### config.mk
export PLATFORM = sky130hd
export DESIGN_NAME = seq_shiftadd_mul
export DESIGN_NICKNAME = d
export VERILOG_FILES = /design/src/rtl/seq_mul_pkg.sv /design/src/rtl/seq_mul_ctrl.sv /design/src/rtl/seq_mul_datapath.sv /design/src/rtl/seq_shiftadd_mul.sv
export SDC_FILE = /design/constraint.sdc
export NUM_CORES = 1
export LEC_CHECK = 0
export ABC_AREA = 1
export ABC_CLOCK_PERIOD_IN_PS = 5500
export BUFFER_PORTS_ARGS = -buffer_cell sky130_fd_sc_hd__buf_4
export CORE_AREA = 4 4 74 76
export DETAILED_ROUTE_END_ITERATION = 16
export DIE_AREA = 0 0 78 80
export GPL_TIMING_DRIVEN = 1
export PLACE_DENSITY = 0.76
export SYNTH_ARGS = -nofsm -noshare
export SYNTH_HDL_FRONTEND = slang
export SYNTH_SLANG_ARGS = --single-unit
### constraint.sdc
create_clock -name clk -period 5.5 [get_ports clk]
set_clock_uncertainty 0.1 [all_clocks]
set_input_delay 0.55 -clock clk [delete_from_list [all_inputs] [get_ports clk]]
set_output_delay 0.55 -clock clk [all_outputs]
set_load 0.02 [all_outputs]
### src/rtl/seq_mul_pkg.sv
package seq_mul_pkg;

  // Control strobes passed from sequencer to datapath each cycle
  typedef struct packed {
    logic load;   // capture operands, clear accumulator
    logic step;   // perform one add-and-rotate iteration
    logic last;   // this step is the final iteration
  } mulStrobe_t;

  typedef enum logic {
    ST_IDLE = 1'b0,
    ST_RUN  = 1'b1
  } mulState_t;

endpackage

### src/rtl/seq_mul_ctrl.sv
module seq_mul_ctrl
  import seq_mul_pkg::*;
#(
  parameter int WIDTH = 8
) (
  input  logic       clk,
  input  logic       rstN,
  input  logic       start,
  output mulStrobe_t strobe,
  output logic       busy,
  output logic       done
);

  localparam int CNT_W = $clog2(WIDTH + 1);

  mulState_t        stateQ;
  logic [CNT_W-1:0] cntQ;
  logic             doneQ;
  logic             lastIter;

  assign lastIter = (cntQ == CNT_W'(1));

  always_comb begin
    strobe      = '0;
    strobe.load = (stateQ == ST_IDLE) && start;
    strobe.step = (stateQ == ST_RUN);
    strobe.last = (stateQ == ST_RUN) && lastIter;
  end

  always_ff @(posedge clk or negedge rstN) begin
    if (!rstN) begin
      stateQ <= ST_IDLE;
      cntQ   <= '0;
      doneQ  <= 1'b0;
    end else begin
      doneQ <= 1'b0;
      unique case (stateQ)
        ST_IDLE: begin
          if (start) begin
            stateQ <= ST_RUN;
            cntQ   <= CNT_W'(WIDTH);
          end
        end
        ST_RUN: begin
          cntQ <= cntQ - CNT_W'(1);
          if (lastIter) begin
            stateQ <= ST_IDLE;
            doneQ  <= 1'b1;
          end
        end
        default: stateQ <= ST_IDLE;
      endcase
    end
  end

  assign busy = (stateQ == ST_RUN);
  assign done = doneQ;

endmodule

### src/rtl/seq_mul_datapath.sv
module seq_mul_datapath
  import seq_mul_pkg::*;
#(
  parameter int WIDTH = 8
) (
  input  logic               clk,
  input  logic               rstN,
  input  mulStrobe_t         strobe,
  input  logic [WIDTH-1:0]   multiplicand,
  input  logic [WIDTH-1:0]   multiplier,
  output logic [2*WIDTH-1:0] product,
  output logic               overflow
);

  localparam int ACC_W = 2 * WIDTH;

  logic [WIDTH-1:0] mcandQ;
  logic [WIDTH-1:0] mplierQ;
  logic [ACC_W-1:0] accQ;
  logic [ACC_W-1:0] productQ;
  logic             overflowQ;

  logic             addSel;
  logic [WIDTH-1:0] addend;
  logic [WIDTH:0]   upperSum;
  logic [ACC_W-1:0] accNext;

  // Single-width add into the upper half; carry-out kept in upperSum[WIDTH]
  assign addSel   = mplierQ[0];
  assign addend   = addSel ? mcandQ : '0;
  assign upperSum = {1'b0, accQ[ACC_W-1:WIDTH]} + {1'b0, addend};

  // Rotate right through the carry: carry lands in the top bit
  generate
    if (WIDTH > 1) begin : g_rotWide
      assign accNext = {upperSum[WIDTH], upperSum[WIDTH-1:0], accQ[WIDTH-1:1]};
    end else begin : g_rotNarrow
      assign accNext = {upperSum[WIDTH], upperSum[WIDTH-1:0]};
    end
  endgenerate

  always_ff @(posedge clk or negedge rstN) begin
    if (!rstN) begin
      mcandQ  <= '0;
      mplierQ <= '0;
      accQ    <= '0;
    end else if (strobe.load) begin
      mcandQ  <= multiplicand;
      mplierQ <= multiplier;
      accQ    <= '0;
    end else if (strobe.step) begin
      mplierQ <= mplierQ >> 1;
      accQ    <= accNext;
    end
  end

  always_ff @(posedge clk or negedge rstN) begin
    if (!rstN) begin
      productQ  <= '0;
      overflowQ <= 1'b0;
    end else if (strobe.step && strobe.last) begin
      productQ  <= accNext;
      overflowQ <= |accNext[ACC_W-1:WIDTH];
    end
  end

  assign product  = productQ;
  assign overflow = overflowQ;

endmodule

### src/rtl/seq_shiftadd_mul.sv
module seq_shiftadd_mul
  import seq_mul_pkg::*;
#(
  parameter int WIDTH = 8
) (
  input  logic               clk,
  input  logic               rstN,
  input  logic               start,
  input  logic [WIDTH-1:0]   multiplicand,
  input  logic [WIDTH-1:0]   multiplier,
  output logic               busy,
  output logic               done,
  output logic [2*WIDTH-1:0] product,
  output logic               overflow
);

  mulStrobe_t strobe;

  seq_mul_ctrl #(.WIDTH(WIDTH)) u_ctrl (
    .clk    (clk),
    .rstN   (rstN),
    .start  (start),
    .strobe (strobe),
    .busy   (busy),
    .done   (done)
  );

  seq_mul_datapath #(.WIDTH(WIDTH)) u_dp (
    .clk          (clk),
    .rstN         (rstN),
    .strobe       (strobe),
    .multiplicand (multiplicand),
    .multiplier   (multiplier),
    .product      (product),
    .overflow     (overflow)
  );

endmodule

* After elaboration in Yosys (flattened, before gate mapping) *
Index checks and enable logic that the tools add are counted.

word-level totals
  register bits after elaboration = 55
  input bits = 19
  output and inout port bits = 19
  word-level logic and storage cells = 30

operators by class
  $add $sub $neg = 2
  eq/ne operators = 2
  mux-type cells = 12
  bitwise logic cells = 1
  reduce and logical (&&, ||, !) cells = 5

operator list
  operator                                                                count
  16-bit two-way mux                                                      2
  8-bit two-way mux                                                       3
  8-bit by 8-bit adder with 9-bit output                                  1
  4-bit case mux with 2 select lines                                      1
  8-bit OR reduction                                                      1
  4-bit by 1-bit equality test with 1-bit output (second input constant)  1
  1-bit two-way mux                                                       4
  4-bit two-way mux                                                       1
  4-bit by 1-bit subtractor with 4-bit output (second input constant)     1
  1-bit logical AND                                                       3
  2-bit != test (second input constant)                                   1
  1-bit case mux with 2 select lines                                      1
  2-bit nonzero test                                                      1
  1-bit NOT                                                               1

* Logic depth before layout (Yosys ltp) *
Gate-level depths: netlist of the first run.

  word-level depth = 4
  mapped depth = 14
  mapped depth without buffers = 13

* Hierarchy *
A second synthesis of the first run with hierarchy kept.

second synthesis, totals
  cells, all modules = 318
  area total of the unflattened synthesis = 2,592.5 µm²

modules (own cells, without submodules)
  module            times used  cells an instance  area an instance (µm²)  seq. area each (µm²)
  seq_mul_datapath  1           281                2,297.2                 1,201.2
  seq_mul_ctrl      1           37                 295.3                   150.1

* Worst setup path before layout of the first run *
Ideal clock, no wire load.

  kind = flip-flop to flip-flop
  start = reg u_dp.mplierQ[0]
  end = reg u_dp.overflowQ (netlist: u_dp.overflow)
  setup time = 0.121 ns
  data arrival time = 1.876 ns
  data required time = 5.279 ns
  setup slack = 3.403 ns
  stages on the path, launching flop included = 14
  path buffers = 1
  period minus slack after synthesis = 2.097 ns
  cells stage by stage = dfrtp_1 clkbuf_1 nand2_1 inv_1 ha_1 fa_1 nand2_1 nand2_2 nand2_1 nor2_1 nor2_1 nand3_1 o21bai_1 nand2_1

on the way
  longest elaborated chain between the ends = 3

RTL lines
  item                                    RTL line                text
  from (decl)                             seq_mul_datapath.sv:18  logic [WIDTH-1:0] mplierQ;
  from (signal assigned)                  seq_mul_datapath.sv:49  mplierQ <= multiplier;
  from (signal assigned)                  seq_mul_datapath.sv:52  mplierQ <= mplierQ >> 1;
  8-bit two-way mux                       seq_mul_datapath.sv:30  assign addend = addSel ? mcandQ : '0;
  8-bit by 8-bit adder with 9-bit output  seq_mul_datapath.sv:31  assign upperSum = {1'b0, accQ[ACC_W-1:WIDTH]} + {1'b0, addend};
  8-bit OR reduction                      seq_mul_datapath.sv:63  overflowQ <= |accNext[ACC_W-1:WIDTH];
  to (signal assigned)                    seq_mul_datapath.sv:63
  to (decl)                               seq_mul_datapath.sv:21  logic overflowQ;

No other way between the ends.
A chain may end at the register's enable or synchronous reset.

* Worst setup path in the final report of the first run *
Ends and elaborated chain as after synthesis.

==> metrics.md, run 1 <==
| Metric | Value |
|---|---|
| Status | `complete, no violations` |
| Final setup viols | `0` |
| Maximum root-to-sink buffer count | `2` |
| CP Class | `reg2reg` |
| Max incr delay on CP | `around 0.48 ns` |
| Maximum fanout along the worst path | `9` |
| Post-CTS sizing | `0` |
| Post-Syn Instances | `~300` |
| Min Tclk post-route | `between 2 and 2.5 ns` |
| Postcts setup bufs | `0` |
| Unrepaired setup endpoints after global routing | `false` |
| Setup ws final | `roughly 3.2 ns` |
| Rows | `25` |
| PwrDens | `513 nW/um^2` |
| Filler Cell Count | `419` |
| Syn Std Cell Area | `around 2600 um^2` |
| Post-DP HPWL | `3.47 mm` |
| Category of the worst setup path launch point | `register` |
| VDD IR max | `~0.00025 V` |
| FF-to-FF End | `u_dp.overflow` |
| R2r setup slk | `3.21 ns` |
| LEAKAGE | `1.61 nW` |
| Dpl ws | `3.21 ns` |
| Yosys reg bits | `54` |
| H-tree depth | `2` |
| Ports | `38` |
| # diodes | `0` |
| Worst slew pin tran | `0.884 ns` |
| Synth warn | `0` |
| CTS tree | `yes` |
| Total Routed Length | `a little under 5 mm` |
| CP bufs+invs | `1` |
| Maxcap violations | `0` |
| Finished Layout Cells | `401` |
| Synth area leaders | `dfrtp_1 (52%), nand2_1 (14%), inv_1 (6.2%)` |
| Fmax | `437 MHz` |
| Die Area | `6240 um^2` |
| Worst Hold Class | `in2async` |
| Nets | `363` |
| Total track usage | `16.9%` |
| Initial drt markers | `~140` |
| Initial core utilization | `between 50% and 60%` |
| Largest net degree at the start of global routing | `55` |
| Clock slew at reported path FFs | `around 0.1 ns` |
| CP Data Required Time | `5.61 ns` |
| Placed Instance Area | `2910 um^2` |
| Initial antenna violation count | `0` |
| # placed instances | `393` |
| Syn Nets | `328` |
| Vias/cell | `roughly 5` |
| Core Area | `about 4700 um^2` |
| Die Ht | `80 um` |
| Core Util, Final | `64.0%` |
| Post-synth cell types | `28` |
| Sequential fraction of the synthesis area | `51.9%` |
| IO Port Bufs | `37` |
| Worst flop-to-flop path startpoint | `u_dp.mplierQ[0]` |
| Crit-path cells | `nand2_1 > inv_1 > ha_1 > fa_1 > nand2_1 > nand2_2 > nand2_1 > nor2_1 > nor2_1 > nand3_1 > o21bai_1 > nand2_1` |
| Slowest cell on crit path | `dfrtp_1` |
| # clock sinks | `54` |
| CP delay by family, top | `simple AND/OR/NAND/NOR gates` |
| Max-slew violations | `0` |
| Final Wtd Congestion | `about 0.85` |
| Residual overflow from global routing | `0` |
| Top cell type's share of synthesized area | `51.9%` |
| WP data arrival | `2.40 ns` |
| Final Cycle Share | `41.6%` |
| DRC Markers | `0` |
| TritonCTS Buffers | `5` |
| Final setup TNS | `0 ns` |
| WL/cell | `around 12 um` |
| Final Cell Area | `just over 3000 um^2` |
| Area Growth Syn to Fin | `16.1%` |
| Die X | `78 um` |
| R2r worst-path depth | `12` |
| Crit end category | `register` |
| Clk Latency, worst-skew pair | `0.31 ns` |
| Post-route ant nets | `0` |
| Layout cells sized above 1 | `approximately 20%` |
| CTS root buffer | `clkbuf_8` |
| Rel. slew slack | `40.9%` |
| DRT Pass-1 Iters | `4` |
| Global-route wire length before repair | `8.34 mm` |
| Cell taking the most area after synthesis | `dfrtp_1` |
| Critical path's most frequent cell | `nand2_1` |
| DR vias | `1994` |
| Final Hold Violating Endpoints | `0` |
| Vias in the first global route | `1845` |
| Syn Area/Cell | `8.74 um^2` |
| Hold_buf cts | `0` |
[metal layers]
layer	vias to the layer above	GRT usage [%]	share of wire [%]
li1	1018	-	-
met5	-	0	0
met1	916	22.5	48
met2	54	27.3	44
met3	6	3.61	6.3
met4	0	6.47	1.7
[worst reg2reg max path: stages, from the launching register on]
cell and delay, ns:
dfrtp_1 0.48, nand2_1 0.09, inv_1 0.04, ha_1 0.22
fa_1 0.41, nand2_1 0.10, nand2_2 0.07, nand2_1 0.09
nor2_1 0.06, nor2_1 0.19, nand3_1 0.12, o21bai_1 0.15
nand2_1 0.06
[logic make-up after synthesis]
logic type,Yosys count,synth area share (%)
simple gates,126,20.2
flops,54,51.9
compound gates,52,13.5
fa+ha+maj,11,5.57
buf+inv,55,8.89
[cell type report]
type                    count  area [um^2]  share of cell area [%]
flip-flops and latches     54         1350                    44.7
multi-input cells         189         1020                    33.8
repair buffers             37          278                    9.18
inverters                  46          173                    5.71
well taps                  67         83.8                    2.77
clock buffers               5         68.8                    2.28
clock inverters             3         47.5                    1.57
[layout by cell type, fill, tap and decap left out, types with 2 or more instances in the layout]
cell type / synthesis / layout
a21oi_1: 5 / 5
a31oi_1: 2 / 2
buf_4: 0 / 37
clkbuf_8: 0 / 5
dfrtp_1: 54 / 54
ha_1: 10 / 10
inv_1: 43 / 43
inv_2: 3 / 3
nand2_1: 95 / 95
nand2_2: 2 / 2
nand3_1: 12 / 12
nand3_2: 2 / 2
nor2_1: 11 / 11
o211ai_1: 3 / 3
o21ai_0: 12 / 12
o21ai_1: 2 / 2
o21ai_2: 13 / 13
o221ai_1: 4 / 4
o22ai_1: 8 / 8
[worst max path at each step]
stage | slack (ns) | from | cells past startpoint | to
5_1_grt | 3.05 | u_dp.mplierQ[0] | 12 | u_dp.overflow
4_1_cts | 3.24 | u_dp.mplierQ[0] | 12 | u_dp.overflow
3_5_place_dp | 3.21 | start | 4 | u_dp.mplierQ[2]
3_3_place_gp | 3.34 | u_dp.mplierQ[0] | 12 | u_dp.overflow
2_1_floorplan | 3.40 | u_dp.mplierQ[0] | 13 | u_dp.overflow
6_report | 3.21 | u_dp.mplierQ[0] | 12 | u_dp.overflow
[where the power goes]
part / total, mW / internal [mW] / switching, mW / leakage [nW]
Clock: 0.273 / 0.138 / 0.135 / 0.0587
Combinational: 0.640 / 0.238 / 0.402 / 0.844
Sequential: 0.637 / 0.549 / 0.0874 / 0.705
Total: 1.55 / 0.926 / 0.625 / 1.61
[state kept, by name, indices dropped and copies added (netlist names)]
signal / count
u_ctrl.done: 1
u_ctrl.cntQ: 4
u_dp.accQ: 15
u_dp.mplierQ: 8
u_dp.overflow: 1
u_dp.product: 16
u_ctrl.busy: 1
u_dp.mcandQ: 8
[per-stage QoR]
| step | total power [mW] | hold slack, ns |
|---|---|---|
| finish | 1.55 | 0.149 |
| global route | 1.68 | 0.202 |
| CTS | 1.57 | 0.179 |
| detailed placement | 1.29 | 0.370 |
| global placement | 1.27 | 0.367 |
| floorplan | 1.10 | 0.154 |
[cells in the mapped netlist (all sizes together)]
master,number
o211ai,3
a21o,1
o21ai,27
and2,1
a21oi,5
inv,46
nand2,98
nand3,14
buf,5
nor2,12
a31oi,2
o22ai,8
o221ai,4
fa,1
ha,10
a22oi,1
o21bai,1
clkbuf,4
nand4,1
dfrtp,54
Power figures use the tool's default switching activity.
==> run 2, diff against run 1 <==
--- a/config.mk
+++ b/config.mk
@@ -6,13 +6,13 @@
 export NUM_CORES = 1
 export LEC_CHECK = 0
 export ABC_AREA = 1
-export ABC_CLOCK_PERIOD_IN_PS = 5500
+export ABC_CLOCK_PERIOD_IN_PS = 2000
 export BUFFER_PORTS_ARGS = -buffer_cell sky130_fd_sc_hd__buf_4
-export CORE_AREA = 4 4 74 76
+export CORE_AREA = 4 4 77 79
 export DETAILED_ROUTE_END_ITERATION = 16
-export DIE_AREA = 0 0 78 80
+export DIE_AREA = 0 0 81 83
 export GPL_TIMING_DRIVEN = 1
-export PLACE_DENSITY = 0.76
+export PLACE_DENSITY = 0.73
 export SYNTH_ARGS = -nofsm -noshare
 export SYNTH_HDL_FRONTEND = slang
 export SYNTH_SLANG_ARGS = --single-unit
==> constraint.sdc (replaced) <==
create_clock -name clk -period 2 [get_ports clk]
set_clock_uncertainty 0.1 [all_clocks]
set_input_delay 0.2 -clock clk [delete_from_list [all_inputs] [get_ports clk]]
set_output_delay 0.2 -clock clk [all_outputs]
set_load 0.02 [all_outputs]
==> run 2 against run 1 <==
The flow now finishes with violations (negative setup slack). Routed wire length increased by 13%. Sequential cell count unchanged. Sequential power increased to 2.7 times the previous value. Hold slack got worse by 0.14 ns. Critical path type unchanged. Largest cell class unchanged.
==> metrics.md, run 2 (synthesis results as in run 1) <==
| Metric | Value |
|---|---|
| Status | `finished, violations left (was complete, no violations)` |
| Setup ws final | `-0.0245 ns (was 3.21 ns)` |
| Nets | `386 (was 363)` |
| Filler Cell Count | `482 (was 419)` |
| Final setup viols | `1 (was 0)` |
| Die X | `81 um (was 78 um)` |
| Vias/cell | `4.96 (was 4.97)` |
| Hold Crit Depth | `3` |
| Final setup TNS | `-0.0245 ns (was 0 ns)` |
| VDD IR max | `0.000627 V (was 0.000250 V)` |
| Vias in the first global route | `1981 (was 1845)` |
| Max-slew violations | `0 (unchanged)` |
| H-tree depth | `2 (unchanged)` |
| Initial drt markers | `115 (was 139)` |
| Min Tclk post-route | `2.02 ns (was 2.29 ns)` |
| Commonest cells after routing, fill and taps aside | `nand2_1 (89), dfrtp_1 (54), buf_4 (46) (was nand2_1 (95), dfrtp_1 (54), inv_1 (43))` |
| CP delay by family, top | `simple AND/OR/NAND/NOR gates (unchanged)` |
| Die Ht | `83 um (was 80 um)` |
| Most common cell after layout, fill and taps aside | `nand2_1 (unchanged)` |
| Failing checks | `negative setup slack` |
| Worst Hold End | `u_dp.mplierQ[5]` |
| Clk Latency, worst-skew pair | `0.31 ns (about the same)` |
| Ports | `38 (unchanged)` |
| Maximum fanout along the worst path | `3 (was 9)` |
| CTS tree | `yes (unchanged)` |
| IO Port Bufs | `37 (unchanged)` |
| Initial antenna violation count | `0 (unchanged)` |
| CP Class | `reg2reg (unchanged)` |
| FF-to-FF End | `u_dp.overflow (unchanged)` |
| Die Area | `6720 um^2 (was 6240 um^2)` |
| WP data arrival | `2.13 ns (was 2.40 ns)` |
| Fmax | `494 MHz (was 437 MHz)` |
| Post-DP HPWL | `3.67 mm (was 3.47 mm)` |
| Maximum root-to-sink buffer count | `2 (unchanged)` |
| DRC Markers | `0 (unchanged)` |
| Reg area | `1350 um^2 (unchanged)` |
| Residual overflow from global routing | `0 (unchanged)` |
| CP bufs+invs | `1 (unchanged)` |
| Crit end category | `register (unchanged)` |
| Total track usage | `17.2% (was 16.9%)` |
| Clock slew at reported path FFs | `0.10 ns (about the same)` |
| # diodes | `0 (unchanged)` |
| R2r setup slk | `-0.02 ns (was 3.21 ns)` |
| Category of the worst setup path launch point | `register (unchanged)` |
| CP Data Required Time | `2.11 ns (was 5.61 ns)` |
| Rel. slew slack | `55.4% (was 40.9%)` |
| Final Hold Violating Endpoints | `0 (unchanged)` |
| Worst flop-to-flop path startpoint | `u_dp.mplierQ[0] (unchanged)` |
| # clock sinks | `54 (unchanged)` |
| LEAKAGE | `1.70 nW (was 1.61 nW)` |
| WL/cell | `12.7 um (was 12.0 um)` |
| Slowest cell on crit path | `dfrtp_1 (unchanged)` |
| Multi-input gate area | `1120 um^2 (was 1020 um^2)` |
| Max reg flops | `16 (unchanged)` |
| Hold Startpoint | `multiplier[5]` |
| Max incr delay on CP | `0.40 ns (was 0.48 ns)` |
| Crit-path cells | `nand2_1 > inv_2 > ha_4 > fa_2 > nand2_2 > nand2_2 > nor2_2 > nand3_1 > nor2_1 > nand3_1 > o21bai_1 > nand2_1 (was nand2_1 > inv_1 > ha_1 > fa_1 > nand2_1 > nand2_2 > nand2_1 > nor2_1 > nor2_1 > nand3_1 > o21bai_1 > nand2_1)` |
| Post-route ant nets | `0 (unchanged)` |
| Unrepaired setup endpoints after global routing | `true (was false)` |
| Area Growth Syn to Fin | `28.0% (was 16.1%)` |
| DR vias | `2126 (was 1994)` |
| Worst slew pin tran | `0.669 ns (was 0.884 ns)` |
| TritonCTS Buffers | `5 (unchanged)` |
| Core Area | `5340 um^2 (was 4720 um^2)` |
| Maxcap violations | `0 (unchanged)` |
| CTS root buffer | `clkbuf_8 (unchanged)` |
| Global-route wire length before repair | `9.14 mm (was 8.34 mm)` |
| Rows | `27 (was 25)` |
| Initial core utilization | `48.8% (was 55.2%)` |
| Layout cells sized above 1 | `26.9% (was 20.1%)` |
| Final hold slack | `0.00720 ns (was 0.149 ns)` |
| R2r worst-path depth | `12 (unchanged)` |
| Largest net degree at the start of global routing | `55 (unchanged)` |
| DRT Pass-1 Iters | `4 (unchanged)` |
| PwrDens | `1370 nW/um^2 (was 513 nW/um^2)` |
| Worst Hold Class | `in2reg (was in2async)` |
| Final Cycle Share | `101% (was 41.6%)` |
| Final Wtd Congestion | `0.957 (was 0.854)` |
| Total Routed Length | `5.47 mm (was 4.82 mm)` |
run 2: changes by cell type in the layout (fill, tap and decap cells not counted), moves of 2 or more:
cell and change:
nand2_1 -6, nand2_2 +5, o21ai_0 -2, a21oi_2 +2
dlygate4sd3_1 +13, buf_4 +9, a21oi_1 -2, ha_1 -5
inv_1 -2, inv_2 +2, ha_4 +4
run 2: worst max-delay path by stage:
stage                               start       endpoint  slack, ns  cells past startpoint
final                     u_dp.mplierQ[0]  u_dp.overflow      -0.02                     12
after global routing      u_dp.mplierQ[0]  u_dp.overflow      -0.13                     12
after CTS                 u_dp.mplierQ[0]  u_dp.overflow     0.0003                     12
after detailed placement  u_dp.mplierQ[0]  u_dp.overflow       0.01                     10
after global placement    u_dp.mplierQ[0]  u_dp.overflow       0.05                     10
after floorplan           u_dp.mplierQ[0]  u_dp.overflow     0.0003                     13
run 2: through the flow:
step / total power [mW] / setup slack [ns] / instance area [um^2] / utilization [%] / cells
after floorplan: 3.02 / 0.000332 / 2610 / - / 298
after global placement: 3.60 / 0.0536 / 2980 / 55.8 / 406
after detailed placement: 3.65 / 0.0104 / 2980 / 55.8 / 406
after CTS: 4.49 / 0.000273 / 3260 / 61.1 / 427
after global routing: 4.88 / -0.129 / 3330 / 62.4 / 429
final: 4.55 / -0.0245 / 3330 / 62.4 / 429
run 2: worst register-to-register path, delay by kind of cell, from the launching register on:
| kind | cells | cell delay (ns) |
|---|---|---|
| fa+ha+maj | 2 | 0.53 |
| simple gates | 8 | 0.71 |
| buf+inv | 1 | 0.05 |
| compound gates | 1 | 0.14 |
| flops | 1 | 0.40 |
run 2: power by group:
group / switching (mW) / internal (mW)
registers: 0.241 / 1.51
logic: 1.20 / 0.829
clock network: 0.384 / 0.382
run 2: per-layer routing:
layer	wire length, um	global-route usage [%]
met5	0	0
met4	114	6.30
met3	243	4.01
met2	2610	26.1
met1	2500	23.8
run 2: cell type report:
cell class / count / share of cell area, %
inverter: 46 / 5.18
clock buffer: 5 / 2.06
timing repair buffer: 60 / 14.6
clock inverter: 3 / 1.43
tap: 72 / 2.70
multi-input combinational: 189 / 33.5
sequential: 54 / 40.5
run 2: what timing repair did:
| item | in CTS | in global routing |
|---|---|---|
| setup endpoints to repair | 1 | 8 |
| pin swaps | 5 | 9 |
| gates resized for setup | 6 | 17 |
| hold buffers | 13 | 0 |
| buffers inserted | 0 | 3 |
| hold endpoints to repair | 66 | 0 |
==> run 3, diff against run 2 <==
--- a/config.mk
+++ b/config.mk
@@ -13,6 +13,7 @@
 export DIE_AREA = 0 0 81 83
 export GPL_TIMING_DRIVEN = 1
 export PLACE_DENSITY = 0.73
+export SETUP_SLACK_MARGIN = 0.3
 export SYNTH_ARGS = -nofsm -noshare
 export SYNTH_HDL_FRONTEND = slang
 export SYNTH_SLANG_ARGS = --single-unit
==> run 3 against run 2 <==
The flow now finishes without violations. Via count rose by 1.4%. Global-route usage up 0.77 points. Final cell count up 0.93%. Clock-buffer cell count rose by 1. Non-clock buffer count increased by 4. Cell area grew 3.9%. Clock power decreased by 16%.
==> metrics.md, run 3 (synthesis results as in run 1) <==
| Metric | Value |
|---|---|
| # diodes | `0 (unchanged)` |
| Worst flop-to-flop path startpoint | `u_dp.mplierQ[0] (unchanged)` |
| Post-DP HPWL | `3.76 mm (was 3.67 mm)` |
| WP data arrival | `2.05 ns (was 2.13 ns)` |
| R2r worst-path depth | `12 (unchanged)` |
| PwrDens | `1330 nW/um^2 (was 1370 nW/um^2)` |
| H-tree depth | `2 (unchanged)` |
| Category of the worst setup path launch point | `register (unchanged)` |
| Vias in the first global route | `2137 (was 1981)` |
| Hold Startpoint | `multiplier[0] (was multiplier[5])` |
| CP bufs+invs | `2 (was 1)` |
| Maximum fanout along the worst path | `6 (was 3)` |
| Final setup viols | `0 (was 1)` |
| Area Growth Syn to Fin | `32.9% (was 28.0%)` |
| Global-route wire length before repair | `9.68 mm (was 9.14 mm)` |
| Filler Cell Count | `478 (was 482)` |
| DRC Markers | `0 (unchanged)` |
| Slowest cell on crit path | `dfrtp_1 (unchanged)` |
| Worst slew pin tran | `0.665 ns (was 0.669 ns)` |
| TritonCTS Buffers | `5 (unchanged)` |
| Initial core utilization | `48.8% (unchanged)` |
| CP delay by family, top | `simple AND/OR/NAND/NOR gates (unchanged)` |
| Post-route met1 wirelength | `2.54 mm (was 2.50 mm)` |
| Core Area | `5340 um^2 (unchanged)` |
| Tot Pwr | `4.60 mW (was 4.55 mW)` |
| Rows | `27 (unchanged)` |
| Ports | `38 (unchanged)` |
| Setup ws final | `0.0585 ns (was -0.0245 ns)` |
| Total track usage | `18.0% (was 17.2%)` |
| Min Tclk post-route | `1.94 ns (was 2.02 ns)` |
| # placed instances | `403 (was 406)` |
| Fmax | `515 MHz (was 494 MHz)` |
| Residual overflow from global routing | `0 (unchanged)` |
| Unrepaired setup endpoints after global routing | `true (unchanged)` |
| Die Ht | `83 um (unchanged)` |
| Layout cells sized above 1 | `34.9% (was 26.9%)` |
| FF-to-FF End | `u_dp.overflow (unchanged)` |
| WL met3 | `187 um (was 243 um)` |
| CTS root buffer | `clkbuf_8 (unchanged)` |
| Reg area | `1350 um^2 (unchanged)` |
| Core Util, Final | `64.9% (was 62.4%)` |
| Final hold slack | `0.0177 ns (was 0.00720 ns)` |
| Max incr delay on CP | `0.42 ns (was 0.40 ns)` |
| Critical path's most frequent cell | `nand2_2` |
| Clk Latency, worst-skew pair | `0.31 ns (about the same)` |
| Worst Hold Class | `in2reg (unchanged)` |
| Max-slew violations | `0 (unchanged)` |
| Die X | `81 um (unchanged)` |
| Nets | `390 (was 386)` |
| CP Data Required Time | `2.11 ns (about the same)` |
| Total Routed Length | `5.73 mm (was 5.47 mm)` |
| Vias/cell | `4.98 (was 4.96)` |
| VDD IR max | `0.000612 V (was 0.000627 V)` |
| Top Layer Used | `met4 (unchanged)` |
| Crit end category | `register (unchanged)` |
| WL/cell | `13.2 um (was 12.7 um)` |
| Post-route ant nets | `0 (unchanged)` |
| Most common cell after layout, fill and taps aside | `nand2_1 (unchanged)` |
| Commonest cells after routing, fill and taps aside | `nand2_1 (76), dfrtp_1 (54), buf_4 (45) (was nand2_1 (89), dfrtp_1 (54), buf_4 (46))` |
| Met2 wire length | `2.90 mm (was 2.61 mm)` |
| Largest net degree at the start of global routing | `55 (unchanged)` |
| Hold Crit Depth | `3 (unchanged)` |
| Initial drt markers | `111 (was 115)` |
| Clock slew at reported path FFs | `0.10 ns (about the same)` |
| Die Area | `6720 um^2 (unchanged)` |
| Multi-input gate area | `1210 um^2 (was 1120 um^2)` |
| IO Port Bufs | `37 (unchanged)` |
| # clock sinks | `54 (unchanged)` |
| Final Wtd Congestion | `0.840 (was 0.957)` |
| LEAKAGE | `1.74 nW (was 1.70 nW)` |
| CP Class | `reg2reg (unchanged)` |
| Worst Hold End | `u_dp.mplierQ[0] (was u_dp.mplierQ[5])` |
| Maximum root-to-sink buffer count | `2 (unchanged)` |
| R2r setup slk | `0.06 ns (was -0.02 ns)` |
| Rel. slew slack | `55.6% (was 55.4%)` |
| Finished Layout Cells | `433 (was 429)` |
| Max reg flops | `16 (unchanged)` |
| Initial antenna violation count | `0 (unchanged)` |
| Maxcap violations | `0 (unchanged)` |
| Status | `complete, no violations (was finished, violations left)` |
| DRT Pass-1 Iters | `4 (unchanged)` |
| Crit-path cells | `buf_6 > nand2_2 > inv_2 > fa_2 > nand2_2 > nand2_4 > nand3_2 > nand3_1 > nand2_2 > nand3_1 > o21bai_1 > nand2_1 (was nand2_1 > inv_2 > ha_4 > fa_2 > nand2_2 > nand2_2 > nor2_2 > nand3_1 > nor2_1 > nand3_1 > o21bai_1 > nand2_1)` |
| Dpl ws | `0.0405 ns (was 0.0104 ns)` |
| Final Cycle Share | `97.1% (was 101%)` |
| DR vias | `2155 (was 2126)` |
| CTS tree | `yes (unchanged)` |
| Final Hold Violating Endpoints | `0 (unchanged)` |
## run 3: worst max-delay path by stage
stage | start | endpoint | cells after the start | slack (ns)
after floorplan | u_dp.mplierQ[0] | u_dp.overflow | 13 | 0.07
after global placement | u_dp.mplierQ[0] | u_dp.overflow | 10 | 0.05
after detailed placement | u_dp.mplierQ[0] | u_dp.overflow | 12 | 0.04
after CTS | u_dp.mplierQ[0] | u_dp.overflow | 12 | 0.06
after global routing | u_dp.mplierQ[0] | u_dp.overflow | 12 | -0.1
final | u_dp.mplierQ[0] | u_dp.overflow | 12 | 0.06
## run 3: tightest hold or removal path, stage by stage
cell,delay (ns)
buf_4,0.08
nand2_1,0.04
o211ai_1,0.06
## run 3: cell type report
class,instances,share of cell area [%]
Multi-Input combinational cell,189,35.0
Clock buffer,6,2.38
Sequential cell,54,39.0
Timing Repair Buffer,64,15.4
Clock inverter,2,0.470
Inverter,46,5.13
Tap cell,72,2.60
## run 3: per-layer routing
metal / vias up / track usage (%)
met1: 1032 / 23.4
met5: - / 0
met2: 40 / 30.4
met3: 10 / 3.04
li1: 1073 / -
met4: 0 / 5.07
## run 3: repair_timing
item,CTS,global route
pin swaps,14,14
resized for setup,22,32
hold buffers,14,0
endpoints found under the setup margin,13,25
buffers inserted,4,4
endpoints found under the hold margin,67,0
## run 3: per-stage QoR
stage                     area, um^2  TNS [ns]
after global routing            3460   -0.0977
after detailed placement        3020         0
after floorplan                 2680         0
after CTS                       3350         0
final                           3460         0
after global placement          3020         0
## run 3: where the power goes
part           leakage (nW)  internal [mW]  switching [mW]
Sequential            0.705           1.51           0.254
Clock                0.0478          0.286           0.360
Combinational         0.982          0.912            1.28
Total                  1.74           2.71            1.89
